==> src/rtl/lfo_stepper_pkg.sv <==
package lfo_stepper_pkg;
    typedef enum logic [0:0] {
        ST_HOLD = 1'b0,
        ST_RUN  = 1'b1
    } lfo_state_e;
endpackage

==> src/rtl/lfo_phase_accum.sv <==
module lfo_phase_accum #(
    parameter int AW   = 32,
    parameter int FRAC = 25
) (
    input  logic                 clk,
    input  logic                 rst_n,
    input  logic                 advance,
    input  logic [AW-1:0]        inc,
    output logic [AW-FRAC:0]     am_depth,
    output logic [AW-FRAC-3:0]   pm_idx
);
    localparam int STEP_W = AW - FRAC;
    localparam int PM_W   = STEP_W - 2;
    localparam int PEAK   = 2 * ((1 << (STEP_W - 1)) - 1);

    logic [AW-1:0]       acc_q;
    logic [AW-1:0]       acc_nx;
    logic [STEP_W-1:0]   step_old;
    logic [STEP_W-1:0]   step_new;
    logic [STEP_W-2:0]   folded;

    always_comb begin
        acc_nx   = acc_q + inc;
        step_old = acc_q[AW-1:FRAC];
        step_new = acc_nx[AW-1:FRAC];
        folded   = step_new[STEP_W-1] ? ~step_new[STEP_W-2:0] : step_new[STEP_W-2:0];
    end

    always_ff @(posedge clk) begin
        if (!rst_n) begin
            acc_q    <= '0;
            am_depth <= '0;
            pm_idx   <= '0;
        end else if (advance) begin
            acc_q <= acc_nx;
            if (step_new != step_old)
                am_depth <= {1'b0, folded, 1'b0};
            if (step_new[STEP_W-1:2] != step_old[STEP_W-1:2])
                pm_idx <= step_new[STEP_W-1:2];
        end
    end


    hold_stable_chk: assert property (@(posedge clk) disable iff (!rst_n)
        !advance |=> ($stable(am_depth) && $stable(pm_idx)));

    am_even_chk: assert property (@(posedge clk) disable iff (!rst_n)
        am_depth[0] == 1'b0);

    am_range_chk: assert property (@(posedge clk) disable iff (!rst_n)
        am_depth <= (STEP_W+1)'(PEAK));

    pm_move_chk: assert property (@(posedge clk) disable iff (!rst_n)
        !$stable(pm_idx) |-> $past(advance));

    logic [PM_W-1:0] unused_pm_w;
    assign unused_pm_w = '0;
endmodule

==> src/rtl/lfo_am_apply.sv <==
module lfo_am_apply #(
    parameter int EW  = 10,
    parameter int AMW = 8
) (
    input  logic [EW-1:0]  env_in,
    input  logic [AMW-1:0] am_depth,
    input  logic [1:0]     sens,
    input  logic           apply,
    output logic [EW:0]    env_out
);
    logic [AMW-1:0] add_w;

    always_comb begin
        add_w   = apply ? (am_depth >> sens) : '0;
        env_out = (EW+1)'(env_in) + (EW+1)'(add_w);
    end


    always_comb begin
        add_bound_chk: assert (env_out - (EW+1)'(env_in) <= (EW+1)'(am_depth));
    end
endmodule

==> src/rtl/lfo_am_pm_stepper.sv <==
module lfo_am_pm_stepper
    import lfo_stepper_pkg::*;
#(
    parameter int AW   = 32,
    parameter int FRAC = 25,
    parameter int NOPS = 4,
    parameter int EW   = 10
) (
    input  logic                   clk,
    input  logic                   rst_n,
    input  logic                   lfo_en,
    input  logic [AW-1:0]          freq_inc,
    input  logic [1:0]             am_sens,
    input  logic [NOPS-1:0]        am_mask,
    input  logic [NOPS*EW-1:0]     env_in,
    output logic [AW-FRAC:0]       am_depth,
    output logic [AW-FRAC-3:0]     pm_idx,
    output logic [NOPS*(EW+1)-1:0] env_out
);
    localparam int AMW = AW - FRAC + 1;

    lfo_state_e state_q;
    lfo_state_e state_nx;
    logic       running;

    always_comb begin
        state_nx = state_q;
        unique case (state_q)
            ST_HOLD: if (lfo_en)  state_nx = ST_RUN;
            ST_RUN:  if (!lfo_en) state_nx = ST_HOLD;
            default: state_nx = ST_HOLD;
        endcase
    end

    always_ff @(posedge clk) begin
        if (!rst_n) state_q <= ST_HOLD;
        else        state_q <= state_nx;
    end

    always_comb begin
        running = (state_q == ST_RUN);
    end

    lfo_phase_accum #(.AW(AW), .FRAC(FRAC)) u_accum (
        .clk      (clk),
        .rst_n    (rst_n),
        .advance  (running),
        .inc      (freq_inc),
        .am_depth (am_depth),
        .pm_idx   (pm_idx)
    );

    for (genvar i = 0; i < NOPS; i++) begin : g_op
        lfo_am_apply #(.EW(EW), .AMW(AMW)) u_apply (
            .env_in   (env_in[i*EW +: EW]),
            .am_depth (am_depth),
            .sens     (am_sens),
            .apply    (running && am_mask[i]),
            .env_out  (env_out[i*(EW+1) +: EW+1])
        );


        mask_pass_chk: assert property (@(posedge clk) disable iff (!rst_n)
            !am_mask[i] |-> env_out[i*(EW+1) +: EW+1] == (EW+1)'(env_in[i*EW +: EW]));

        hold_pass_chk: assert property (@(posedge clk) disable iff (!rst_n)
            $past(!lfo_en) |-> env_out[i*(EW+1) +: EW+1] == (EW+1)'(env_in[i*EW +: EW]));
    end


    start_lat_chk: assert property (@(posedge clk) disable iff (!rst_n)
        (!lfo_en && !running) |=> ($stable(am_depth) && $stable(pm_idx)));
endmodule

==> config.mk <==
export PLATFORM = sky130hd
export DESIGN_NAME = lfo_am_pm_stepper
export DESIGN_NICKNAME = d
export VERILOG_FILES = /design/src/rtl/lfo_stepper_pkg.sv /design/src/rtl/lfo_phase_accum.sv /design/src/rtl/lfo_am_apply.sv /design/src/rtl/lfo_am_pm_stepper.sv
export SDC_FILE = /design/constraint.sdc
export NUM_CORES = 1
export LEC_CHECK = 0
export BUFFER_PORTS_ARGS = -buffer_cell sky130_fd_sc_hd__clkbuf_2
export CAP_MARGIN = 20
export CORE_AREA = 2 2 95 119
export CTS_CLUSTER_SIZE = 16
export DETAILED_ROUTE_END_ITERATION = 6
export DIE_AREA = 0 0 97 121
export GPL_TIMING_DRIVEN = 0
export PLACE_DENSITY = 0.81
export SLEW_MARGIN = 20
export SYNTH_ARGS = -nofsm -noshare
export SYNTH_HDL_FRONTEND = slang
export SYNTH_SLANG_ARGS = --single-unit
==> constraint.sdc <==
create_clock -name clk -period 3.3 [get_ports clk]
set_input_delay 0.33 -clock clk [delete_from_list [all_inputs] [get_ports clk]]
set_output_delay 0.33 -clock clk [all_outputs]
set_load 0.02 [all_outputs]
==> Yosys cells after proc, flatten, opt, wreduce, memory -nomap -nowiden <==
Index checks and enable logic that the tools add are counted.
{ "classes": {"n_mux": 6, "n_bitwise": 1, "n_eq_ne": 2, "n_shift": 1, "addsub": 5, "reduce_logical": 6} }
{ "ops": {"columns": ["operator", "count"], "rows": [
  ["adder 10 x 8 -> 11 bit", 4],
  ["adder 32 bit", 1],
  ["2-to-1 mux 8 bit", 4],
  [">> shifter 7 x 2 -> 8 bit", 1],
  ["!= test 7 bit", 1],
  ["2-to-1 mux 6 bit", 1],
  ["NOT 6 bit", 1],
  ["!= test 5 bit", 1],
  ["logical AND 1 bit", 4],
  ["AND reduction 2 bit", 2],
  ["2-to-1 mux 1 bit", 1]
]} }
{ "word_totals": {"output_inout_bits": 57, "reg_bits": 44} }

==> Logic depth before layout (Yosys ltp) <==
Gate-level depths: netlist of run 1.
{ "depth": {"depth_word": 3, "mapped_depth": 15, "mapped_depth_nobuf": 14} }

==> Cells and area by module <==
From an unflattened synthesis of run 1, not the netlist that was laid out.
{ "hier_totals": {"hier_cells": 794, "area_unflattened_um2": 6343.6} }
{ "by_module_without_submodules": {"columns": ["module", "seq_area_each_um2", "area_each_um2", "instances", "cells_per_inst"], "rows": [
  ["lfo_phase_accum", 860.8, 3614.7, 1, 432],
  ["lfo_am_apply", 0.0, 669.4, 4, 89],
  ["lfo_am_pm_stepper", 20.0, 51.3, 1, 6]
]} }

==> Worst setup path before layout of run 1 <==
Ideal clock, no wire load.
{ "synth_path": {"path_kind": "reg-to-output", "startpoint": "reg state_q (netlist: running)", "endpoint": "out env_out[42]", "stages_incl_launch_ff": 15, "arrival_time_ns": 3.086, "path_slack_ns": -0.116, "required_ns": 2.970, "cell_sequence": "dfxtp_1 -> clkbuf_1 -> buf_1 -> clkbuf_1 -> nand2_1 -> nor2_1 -> ha_1 -> a21o_1 -> a21oi_1 -> o21bai_1 -> a21oi_1 -> o21bai_1 -> a21oi_1 -> nor2_1 -> xor2_1"} }
{ "synth_between": {"elab_chain_len": 3} }
{ "synth_lines": {"columns": ["element", "line", "source"], "rows": [
  ["from (decl)", "lfo_am_pm_stepper.sv:22", "lfo_state_e state_q;"],
  ["from (signal assigned)", "lfo_am_pm_stepper.sv:37", "else state_q <= state_nx;"],
  ["logical AND 1 bit", "lfo_am_pm_stepper.sv:58", ".apply (running && am_mask[i]),"],
  ["2-to-1 mux 8 bit", "lfo_am_apply.sv:14", "add_w = apply ? (am_depth >> sens) : '0;"],
  ["adder 10 x 8 -> 11 bit", "lfo_am_apply.sv:15", "env_out = (EW+1)'(env_in) + (EW+1)'(add_w);"],
  ["to (decl)", "lfo_am_pm_stepper.sv:18", "output logic [NOPS*(EW+1)-1:0] env_out"]
]} }
No other way between the ends.

==> Worst setup path after layout of run 1 <==
{ "layout_path": {"startpoint": "reg u_accum.acc_q[0]", "endpoint": "reg u_accum.pm_idx[4]"} }
{ "layout_between": {"elab_chain_len": 3} }
{ "layout_lines": {"columns": ["element", "line", "source"], "rows": [
  ["from (decl)", "lfo_phase_accum.sv:16", "logic [AW-1:0] acc_q;"],
  ["from (signal assigned)", "lfo_phase_accum.sv:35", "acc_q <= acc_nx;"],
  ["adder 32 bit *", "lfo_phase_accum.sv:23", "acc_nx = acc_q + inc;"],
  ["!= test 5 bit", "lfo_phase_accum.sv:38", "if (step_new[STEP_W-1:2] != step_old[STEP_W-1:2])"],
  ["AND reduction 2 bit (no line)", null, null],
  ["to (signal assigned)", "lfo_phase_accum.sv:39", "pm_idx <= step_new[STEP_W-1:2];"],
  ["to (decl)", "lfo_phase_accum.sv:10", "output logic [AW-FRAC-3:0] pm_idx"]
]} }
Every way passes the cells marked *; elsewhere a longest branch is shown, timed or not.
A chain may end at the register's enable or synchronous reset.

==> results of run 1 <==
[critical path: stages (launching register included)]
cell,delay [ps]
sky130_fd_sc_hd__dfxtp_2,340
sky130_fd_sc_hd__ha_4,170
sky130_fd_sc_hd__buf_6,120
sky130_fd_sc_hd__a211oi_4,260
sky130_fd_sc_hd__o21bai_1,130
sky130_fd_sc_hd__a211o_4,380
sky130_fd_sc_hd__a311oi_4,380
sky130_fd_sc_hd__nor4_4,70
sky130_fd_sc_hd__or3_4,400
sky130_fd_sc_hd__a2111oi_4,460
sky130_fd_sc_hd__buf_4,220
sky130_fd_sc_hd__a21oi_4,90
sky130_fd_sc_hd__o211a_1,260
[layer usage]
layer	GRT usage, %	routed length (um)	vias up	share of wire [%]
met5	0	0	-	0
met4	8.36	435	0	2.9
met3	3.05	871	34	5.9
met2	46.0	7790	204	53
met1	25.0	5690	2442	38
li1	-	-	2585	-
[cell families after synthesis]
group	share of synthesized area, %
compound gates	24.3
xor+xnor	12.8
fa+ha+maj	16.5
buf+inv	3.62
flops	17.4
mux	5.18
other cells	0.0739
simple gates	20.1
[worst paths after layout]
| kind | from | end | slack, ps | cells past startpoint |
|---|---|---|---|---|
| worst max-delay path | u_accum.acc_q[0] | u_accum.pm_idx[4] | -100 | 12 |
| worst min-delay path | lfo_en | running | 290 | 2 |
| worst max register to register | u_accum.acc_q[0] | u_accum.pm_idx[4] | -100 | 12 |
| worst min register to register | u_accum.am_depth[3] | u_accum.am_depth[3] | 490 | 2 |
[registers in the layout, indices dropped and copies added (netlist names)]
register and count:
u_accum.acc_q 32, u_accum.am_depth 6, u_accum.pm_idx 5, running 1
[per-stage QoR]
step | TNS, ps | cell area, um^2 | setup slack (ps)
2_1_floorplan | 0 | 5090 | 47.9
3_3_place_gp | -9580 | 5910 | -633
3_5_place_dp | -10960 | 5910 | -630
4_1_cts | -206 | 6330 | -44.8
5_1_grt | -2180 | 6740 | -182
6_report | -400 | 6740 | -96.6
[area by class of cell]
type | instances | area (um^2) | share of cell area, %
sequential | 44 | 892 | 13.2
tap | 132 | 165 | 2.45
timing repair buffer | 152 | 842 | 12.5
buffer | 19 | 124 | 1.84
clock buffer | 6 | 129 | 1.91
inverter | 19 | 71.3 | 1.06
clock inverter | 2 | 35.0 | 0.520
multi-input combinational | 550 | 4480 | 66.5
[power breakdown]
| group | leakage (nW) | internal (W) | switching, W |
|---|---|---|---|
| logic | 2.70 | 0.000450 | 0.000598 |
| clock network | 0.0808 | 0.000356 | 0.000212 |
| registers | 0.364 | 0.000580 | 0.0000385 |
| total | 3.14 | 0.00139 | 0.000848 |
[layout by cell type, fill, tap and decap left out, drive strengths merged, types with 3 or more instances in the layout]
| cell type | count |
|---|---|
| a211o | 3 |
| a211oi | 6 |
| a21boi | 4 |
| a21o | 14 |
| a21oi | 57 |
| a22oi | 3 |
| a31oi | 3 |
| and2 | 10 |
| and3 | 6 |
| buf | 38 |
| clkbuf | 139 |
| dfxtp | 44 |
| fa | 5 |
| ha | 59 |
| inv | 19 |
| mux2i | 24 |
| nand2 | 60 |
| nand2b | 6 |
| nand3 | 14 |
| nand4 | 5 |
| nor2 | 57 |
| nor2b | 30 |
| nor3 | 9 |
| o2111a | 5 |
| o211a | 9 |
| o21a | 7 |
| o21ai | 30 |
| o21bai | 15 |
| or2 | 7 |
| xnor2 | 50 |
| xor2 | 16 |
[repair_timing]
| action | CTS | global route |
|---|---|---|
| resized for setup | 60 | 100 |
| gates cloned | 1 | 0 |
| endpoints found under the setup margin | 41 | 28 |
| buffers inserted | 11 | 8 |
| pin swaps | 18 | 51 |
==> flow_summary.yaml, run 1 <==
status:
  status: "complete, but fails checks"
  violations: "setup timing"
critical_path:
  worst_ep_arrival_time_ps: 3580
  crit_path_start_kind: "flip-flop"
  critical_path_required_ps: 3480
  timing.critical_path.to_type: "flip-flop"
  setup.worst_path.class: "reg -> reg"
  cp_max_fo: 7
drt:
  wl_per_cell_um: 16.0
  dr_total_vias: 5265
  drtAntennaViolNets: 0
  detail_route.iter0.violations: 198
  postRouteWirelength_um: 14800
  detail_route.first_pass.iterations: 5
  drcViolationCount: 0
  post_drt_via_cell_ratio: 5.70
sta:
  worst_slew_margin_rel_pct: 47.7
  max_slew.worst_pin.slew_ps: 785
  grt_setup_unrepaired: "true"
  max_freq_mhz: 294
  setup_violations: 12
  timing.clock.skew_ps: 5.27
  hold_ws_ps: 288
  period_needed_ps: 3400
  number_of_endpoints_with_negative_hold_slack_in_the_final_report: 0
  timing.final.ws_setup_ps: -96.6
  fin_crit_sh_pct: 103
  timing_max_transition_violations_final: 0
die:
  die_area_um2: 11700
  die_w_um: 97
  overall_die_height_um: 121
  rows: 42
  start_util_pct: 48.0
  core_area_um2: 10600
  ioPinCount: 138
synth:
  ys_warn_count: 0
  post-synth-top-count-cell: "sky130_fd_sc_hd__nand2_1"
  synthDominantAreaCellType: "sky130_fd_sc_hd__dfxtp_1"
  post_synth_num_cell_types: 69
  synth-seq-area-share_pct: 17.4
  number_of_enable_type_register_cells_in_the_synthesized_netlist: 0
  netlist_area_um2: 5070
  postSynthRegisterBits: 44
  synthTopCellsByCount: "60 x sky130_fd_sc_hd__nand2_1, 59 x sky130_fd_sc_hd__ha_1, 57 x sky130_fd_sc_hd__a21oi_1, 57 x sky130_fd_sc_hd__nor2_1, 50 x sky130_fd_sc_hd__xnor2_1"
  yosysTopAreaCellShare_pct: 17.4
  synth_async_sr_flop_share_pct: 0
  post_synth.cell_area_avg_um2: 7.97
  top_reg_cell_synth: "sky130_fd_sc_hd__dfxtp_1"
  synth_cells: 637
  synth.area.top_cells: "sky130_fd_sc_hd__dfxtp_1 17%, sky130_fd_sc_hd__ha_1 15%, sky130_fd_sc_hd__xnor2_1 8.6%"
placement:
  post-dp-hpwl_um: 11200
  dpl.cell_count: 902
  gp_congestion: 0.890
  io_buffers: 132
finish:
  final_net_count: 936
  final_core_area_utilization_pct: 63.8
  share_of_post_route_cells_with_drive_strength_above_1_pct: 36.0
  fillCellCount: 919
  instances_no_fill: 924
  layout_area_overhead_pct: 32.8
  insertedDiodeCount: 0
clock_network:
  clock_tree.root_cell: "sky130_fd_sc_hd__clkbuf_16"
  holdBufCountCts: 0
  tritoncts_clock_tree: "done"
  cts_htree_levels: 2
  clkTransAtPathRegs_ps: 70
  numCtsBuffers: 5
  clockBufferDepth: 2
  clock_sink_count: 44
  worst_skew_pair.late_latency_ps: 290
global_route:
  grt_max_degree: 14
  antenna_found_initial: 0
  globalRouteOverflowTotal: 0
  grt_first_pass_wirelength_um: 22700
  number_of_global_route_vias_before_repair: 5023
  grt_util_all_layers_pct: 23.3
run:
  max_cap_viol_count: 0
power:
  ir_worst_vdd_uv: 242
  finalPower_w: 0.00223
  p_leak_nw: 3.14
  powerDensity_nw_per_um2: 331
min_path:
  hold_class: "in -> reg"
Note: power is estimated with default switching activity, not from simulation.
==> run 2: changes to the inputs <==
--- a/config.mk
+++ b/config.mk
@@ -7,12 +7,12 @@
 export LEC_CHECK = 0
 export BUFFER_PORTS_ARGS = -buffer_cell sky130_fd_sc_hd__clkbuf_2
 export CAP_MARGIN = 20
-export CORE_AREA = 2 2 95 119
+export CORE_AREA = 2 2 98 124
 export CTS_CLUSTER_SIZE = 16
 export DETAILED_ROUTE_END_ITERATION = 6
-export DIE_AREA = 0 0 97 121
+export DIE_AREA = 0 0 100 126
 export GPL_TIMING_DRIVEN = 0
-export PLACE_DENSITY = 0.81
+export PLACE_DENSITY = 0.76
 export SLEW_MARGIN = 20
 export SYNTH_ARGS = -nofsm -noshare
 export SYNTH_HDL_FRONTEND = slang
==> run 2 against run 1 <==
  * The run still ends with setup timing left
  * Cell count up 0.87%
  * Sequential share of layout area is 0.12 points higher
  * Clock power increased by 7.0%
  * Clock skew is 0.66 ps higher
  * Core utilization shrank 5.9 points
  * Total power increased by 0.36%
  * Critical endpoint is now u_accum.am_depth[4]
  * Largest cell class unchanged
  * Largest power group unchanged
==> flow_summary.yaml, run 2 (synthesis gave the netlist of run 1 again) <==
placement:
  post-dp-hpwl_um: 11400
  gp_congestion: 0.877
  io_buffers: 132
  pre_cts_slack_ps: -730
clock_network:
  clockBufferDepth: 2
  holdBufCountCts: 0
  clock_sink_count: 44
  worst_skew_pair.late_latency_ps: 300
  numCtsBuffers: 5
  tritoncts_clock_tree: "done"
  clkTransAtPathRegs_ps: 70
  cts_htree_levels: 2
  clock_tree.root_cell: "sky130_fd_sc_hd__clkbuf_16"
die:
  ioPinCount: 138
  core_area_um2: 11500
  die_area_um2: 12600
  start_util_pct: 44.3
  overall_die_height_um: 126
  die_w_um: 100
  rows: 44
sta:
  timing.final.ws_setup_ps: -1.41
  max_slew.worst_pin.slew_ps: 808
  max_freq_mhz: 303
  setup_violations: 1
  timing_max_transition_violations_final: 0
  hold_ws_ps: 263
  fin_crit_sh_pct: 100
  timing.clock.skew_ps: 5.93
  period_needed_ps: 3300
  worst_slew_margin_rel_pct: 46.1
  grt_setup_unrepaired: "true"
  number_of_endpoints_with_negative_hold_slack_in_the_final_report: 0
power:
  p_leak_nw: 3.14
  powerDensity_nw_per_um2: 338
  finalPower_w: 0.00224
  ir_worst_vdd_uv: 238
critical_path:
  setup.worst_path.class: "reg -> reg"
  worst_ep_arrival_time_ps: 3540
  timing.critical_path.to_type: "flip-flop"
  crit_path_start_kind: "flip-flop"
  critical_path_required_ps: 3530
  cp_max_fo: 5
global_route:
  antenna_found_initial: 0
  grt_first_pass_wirelength_um: 22700
  grt_util_all_layers_pct: 22.2
  number_of_global_route_vias_before_repair: 5036
  globalRouteOverflowTotal: 0
  grt_max_degree: 15
run:
  max_cap_viol_count: 0
finish:
  largest_reg_by_ff_count: "u_accum.acc_q"
  final_net_count: 938
  mostFrequentLayoutCell: "sky130_fd_sc_hd__clkbuf_2"
  largest_reg_flops: 32
  fillCellCount: 1070
  multiInputGateArea_um2: 4370
  share_of_post_route_cells_with_drive_strength_above_1_pct: 33.4
  highest_count_cells_in_the_layout_ignoring_fill_and_taps: "128 x sky130_fd_sc_hd__clkbuf_2, 55 x sky130_fd_sc_hd__nand2_1, 53 x sky130_fd_sc_hd__ha_1"
  layout_area_overhead_pct: 30.7
  largestRegisters: "u_accum.acc_q (32), u_accum.am_depth (6), u_accum.pm_idx (5)"
  ff_latch_area_um2: 886
  insertedDiodeCount: 0
min_path:
  hold_class: "in -> reg"
drt:
  detail_route.first_pass.iterations: 4
  wl_per_cell_um: 15.7
  dr_total_vias: 5122
  drcViolationCount: 0
  postRouteWirelength_um: 14700
  post_drt_via_cell_ratio: 5.50
  drtAntennaViolNets: 0
  detail_route.iter0.violations: 165
status:
  violations: "setup timing"
  status: "complete, but fails checks"
==> run 2: changes by cell type in the layout (fill, tap and decap cells not counted), sizes merged <==
| cell | delta |
|---|---|
| buf | -1 |
| clkbuf | +3 |
==> run 2: layer usage <==
layer  part of all wire, %  global-route usage [%]  vias up  wire, um
met4                   3.8                    8.78        0       552
li1                      -                       -     2585         -
met3                   6.6                    3.72       35       975
met1                    38                    23.1     2327      5570
met2                    52                    43.2      175      7580
met5                     0                       0        -         0
==> run 2: path summary, 6_finish.rpt <==
check	to	slack, ps	depth (start not counted)	start
setup reg to reg	u_accum.am_depth[4]	-1	13	u_accum.acc_q[0]
setup / recovery	u_accum.am_depth[4]	-1	13	u_accum.acc_q[0]
hold reg to reg	u_accum.pm_idx[1]	470	2	u_accum.pm_idx[1]
hold / removal	running	260	2	lfo_en
==> run 2: report_power, final <==
part	internal (W)	switching (W)	leakage, nW
clock	0.000380	0.000229	0.0871
combinational	0.000440	0.000575	2.69
sequential	0.000579	0.0000386	0.362
==> run 2: per-stage QoR <==
step / instances / utilization [%] / cell area (um^2) / TNS [ps]
2_1_floorplan: 638 / - / 5090 / 0
3_3_place_gp: 908 / 51.7 / 5920 / -9530
3_5_place_dp: 908 / 51.7 / 5920 / -11410
4_1_cts: 923 / 55.9 / 6410 / -21.2
5_1_grt: 932 / 57.9 / 6630 / -1560
6_report: 932 / 57.9 / 6630 / -1.41
==> run 2: cell type report <==
type                            count  area share, %
Sequential cell                    44           13.4
Tap cell                          138           2.60
Timing Repair Buffer              153           12.6
Clock buffer                        6           2.09
Multi-Input combinational cell    550           65.8
Inverter                           19           1.08
Buffer                             20           1.85
Clock inverter                      2          0.585
==> run 2: critical path: stages (launching register included) <==
cell and delay [ps]:
sky130_fd_sc_hd__dfxtp_2 340, sky130_fd_sc_hd__ha_4 160, sky130_fd_sc_hd__fa_2 400, sky130_fd_sc_hd__a211o_1 280, sky130_fd_sc_hd__o211ai_1 160, sky130_fd_sc_hd__a211oi_2 130
sky130_fd_sc_hd__or2_2 330, sky130_fd_sc_hd__a41o_1 230, sky130_fd_sc_hd__a21oi_2 220, sky130_fd_sc_hd__xor3_1 350, sky130_fd_sc_hd__a41oi_2 300, sky130_fd_sc_hd__buf_6 170
sky130_fd_sc_hd__nand3_2 80, sky130_fd_sc_hd__o21ai_2 90
==> run 2: repair_timing <==
item / 4_1_cts / 5_1_grt
buffers inserted: 11 / 9
endpoints found under the setup margin: 43 / 27
pin swaps: 12 / 35
gates resized for setup: 68 / 51
gates cloned: 1 / 0
==> run 3: changes to the inputs <==
--- a/config.mk
+++ b/config.mk
@@ -12,7 +12,7 @@
 export DETAILED_ROUTE_END_ITERATION = 6
 export DIE_AREA = 0 0 100 126
 export GPL_TIMING_DRIVEN = 0
-export PLACE_DENSITY = 0.76
+export PLACE_DENSITY = 0.78
 export SLEW_MARGIN = 20
 export SYNTH_ARGS = -nofsm -noshare
 export SYNTH_HDL_FRONTEND = slang
==> run 3 against run 2 <==
  * The run still ends with setup timing left
  * Wire length fell by 0.66%
  * Sequential share of layout area fell by 0.20 points
  * First-iteration DRC count rose by 51%
  * Hold slack got worse by 3.1 ps
  * Non-clock buffer count rose by 5
  * Count of clock-buffer cells in the layout fell by 1
  * Cell count rose by 0.54%
  * Core utilization rose by 1.4 points
  * Critical path depth rose by 1
  * Global-route usage fell by 1.3 points
  * Critical endpoint is now env_out[41]
  * Largest cell class unchanged
  * Highest routed layer unchanged
==> flow_summary.yaml, run 3 (synthesis gave the netlist of run 1 again) <==
status:
  status: "complete, but fails checks"
  violations: "setup timing"
finish:
  fillCellCount: 1028
  final_net_count: 943
  largestRegisters: "u_accum.acc_q (32), u_accum.am_depth (6), u_accum.pm_idx (5)"
  largest_reg_flops: 32
  insertedDiodeCount: 0
  largest_reg_by_ff_count: "u_accum.acc_q"
  postLayoutCellArea_um2: 6790
  ff_latch_area_um2: 893
  mostFrequentLayoutCell: "sky130_fd_sc_hd__clkbuf_2"
  multiInputGateArea_um2: 4490
  highest_count_cells_in_the_layout_ignoring_fill_and_taps: "129 x sky130_fd_sc_hd__clkbuf_2, 54 x sky130_fd_sc_hd__nand2_1, 50 x sky130_fd_sc_hd__nor2_1"
  layout_area_overhead_pct: 33.8
  share_of_post_route_cells_with_drive_strength_above_1_pct: 37.4
power:
  ir_worst_vdd_uv: 307
  p_leak_nw: 3.19
  powerDensity_nw_per_um2: 320
global_route:
  antenna_found_initial: 0
  grt_first_pass_wirelength_um: 21900
  grt_util_all_layers_pct: 20.9
  grt_max_degree: 15
  globalRouteOverflowTotal: 0
  number_of_global_route_vias_before_repair: 4848
sta:
  max_slew.worst_pin.slew_ps: 752
  number_of_endpoints_with_negative_hold_slack_in_the_final_report: 0
  timing.clock.skew_ps: 4.65
  timing_max_transition_violations_final: 0
  timing.final.ws_setup_ps: -17.3
  setup_violations: 1
  worst_slew_margin_rel_pct: 49.9
  period_needed_ps: 3320
  max_freq_mhz: 301
  fin_crit_sh_pct: 101
  hold_ws_ps: 260
  grt_setup_unrepaired: "true"
  tns_ps: -17.3
clock_network:
  tritoncts_clock_tree: "done"
  cts_htree_levels: 2
  holdBufCountCts: 0
  clkTransAtPathRegs_ps: 70
  clock_tree.root_cell: "sky130_fd_sc_hd__clkbuf_16"
  clockBufferDepth: 2
  numCtsBuffers: 5
  worst_skew_pair.late_latency_ps: 300
  clock_sink_count: 44
die:
  ioPinCount: 138
  die_w_um: 100
  start_util_pct: 44.3
  overall_die_height_um: 126
  rows: 44
  die_area_um2: 12600
  core_area_um2: 11500
min_path:
  hold_depth: 2
  hold_end: "running"
  hold_class: "in -> reg"
  hold_path_startpoint: "lfo_en"
critical_path:
  critical-path-slowest-cell: "sky130_fd_sc_hd__fa_2"
  crit_family: "compound AO/OA/AOI/OAI gates"
  number_of_cells_on_the_critical_path: 14
  setup_slack_reg_to_reg_ps: 20
  worst_ep_arrival_time_ps: 2990
  critical_path.max_stage_delay_ps: 400
  timing.critical_path.to_type: "primary output"
  r2r_cells: 11
  setup.worst_path.class: "reg -> out"
  crit_path_start_kind: "flip-flop"
  worst-path-buf-inv: 1
  rr_startpoint: "u_accum.acc_q[2]"
  cp_max_fo: 4
  r2r-end: "u_accum.pm_idx[3]"
  critical_path_required_ps: 2970
  timing.critical_path.cells: "mux2_4, a21oi_4, nor2_2, ha_2, fa_2, a21oi_2, nor2_1, nor2_1, o21bai_1, a21oi_2, nor2b_2, o21ai_2, xnor2_1, buf_4"
drt:
  detail_route.iter0.violations: 249
  wl_per_cell_um: 15.6
  detail_route.first_pass.iterations: 5
  drcViolationCount: 0
  drtAntennaViolNets: 0
  dr_total_vias: 5238
  met2_length_um: 7600
  dr.max_layer_used: "met4"
  post_drt_via_cell_ratio: 5.59
  wl_met3_um: 856
  met1_length_um: 5800
  postRouteWirelength_um: 14600
run:
  max_cap_viol_count: 0
placement:
  postPlaceCellArea_um2: 5920
  post-dp-hpwl_um: 10800
  io_buffers: 132
  gp_congestion: 0.964
-- run 3: changes by cell type in the layout (fill, tap and decap cells not counted), moves of 3 or more --
cell                      change
sky130_fd_sc_hd__ha_2         +5
sky130_fd_sc_hd__dfxtp_2      +3
sky130_fd_sc_hd__a21oi_1      -3
sky130_fd_sc_hd__ha_1         -6
sky130_fd_sc_hd__buf_6        +3
sky130_fd_sc_hd__o21ai_2      +6
sky130_fd_sc_hd__o21ai_1      -6
sky130_fd_sc_hd__a21oi_2      +3
sky130_fd_sc_hd__nor2_2       +3
sky130_fd_sc_hd__dfxtp_1      -4
-- run 3: power breakdown --
group,total [W],leakage [nW],switching [W],internal (W)
clock network,0.000506,0.0736,0.000227,0.000279
registers,0.000615,0.364,0.0000360,0.000579
logic,0.00105,2.75,0.000596,0.000458
total,0.00218,3.19,0.000859,0.00132
-- run 3: metrics by stage --
| stage | utilization (%) | std cells | setup slack [ps] | power [W] |
|---|---|---|---|---|
| after floorplan | - | 638 | 47.9 | 0.00128 |
| after global placement | 51.7 | 908 | -575 | 0.00150 |
| after detailed placement | 51.7 | 908 | -584 | 0.00151 |
| after CTS | 55.6 | 931 | -102 | 0.00207 |
| after global routing | 59.3 | 937 | -188 | 0.00229 |
| final | 59.3 | 937 | -17.3 | 0.00218 |
-- run 3: final cells by class --
type                            count  share of cell area [%]
Inverter                           19                    1.05
Buffer                             19                    1.88
Clock buffer                        5                    1.84
Sequential cell                    44                    13.2
Tap cell                          138                    2.54
Multi-Input combinational cell    550                    66.0
Timing Repair Buffer              159                    13.2
Clock inverter                      3                   0.276
-- run 3: worst max-delay path by stage --
stage / slack, ps / start / end
after global placement: -580 / running / env_out[42]
after CTS: -100 / u_accum.acc_q[0] / u_accum.am_depth[6]
after global routing: -190 / am_sens[0] / env_out[41]
after floorplan: 50 / am_sens[1] / env_out[30]
final: -20 / u_accum.am_depth[1] / env_out[41]
after detailed placement: -580 / running / env_out[42]
-- run 3: timing repair --
action | 4_1_cts | 5_1_grt
setup endpoints to repair | 42 | 28
gates resized for setup | 57 | 103
buffers inserted | 15 | 11
gates cloned | 1 | 0
pin swaps | 19 | 44
-- run 3: layer usage --
layer	GRT usage [%]	vias up
met3	3.50	31
met5	0	-
li1	-	2601
met2	38.6	177
met1	24.2	2429
met4	6.53	0
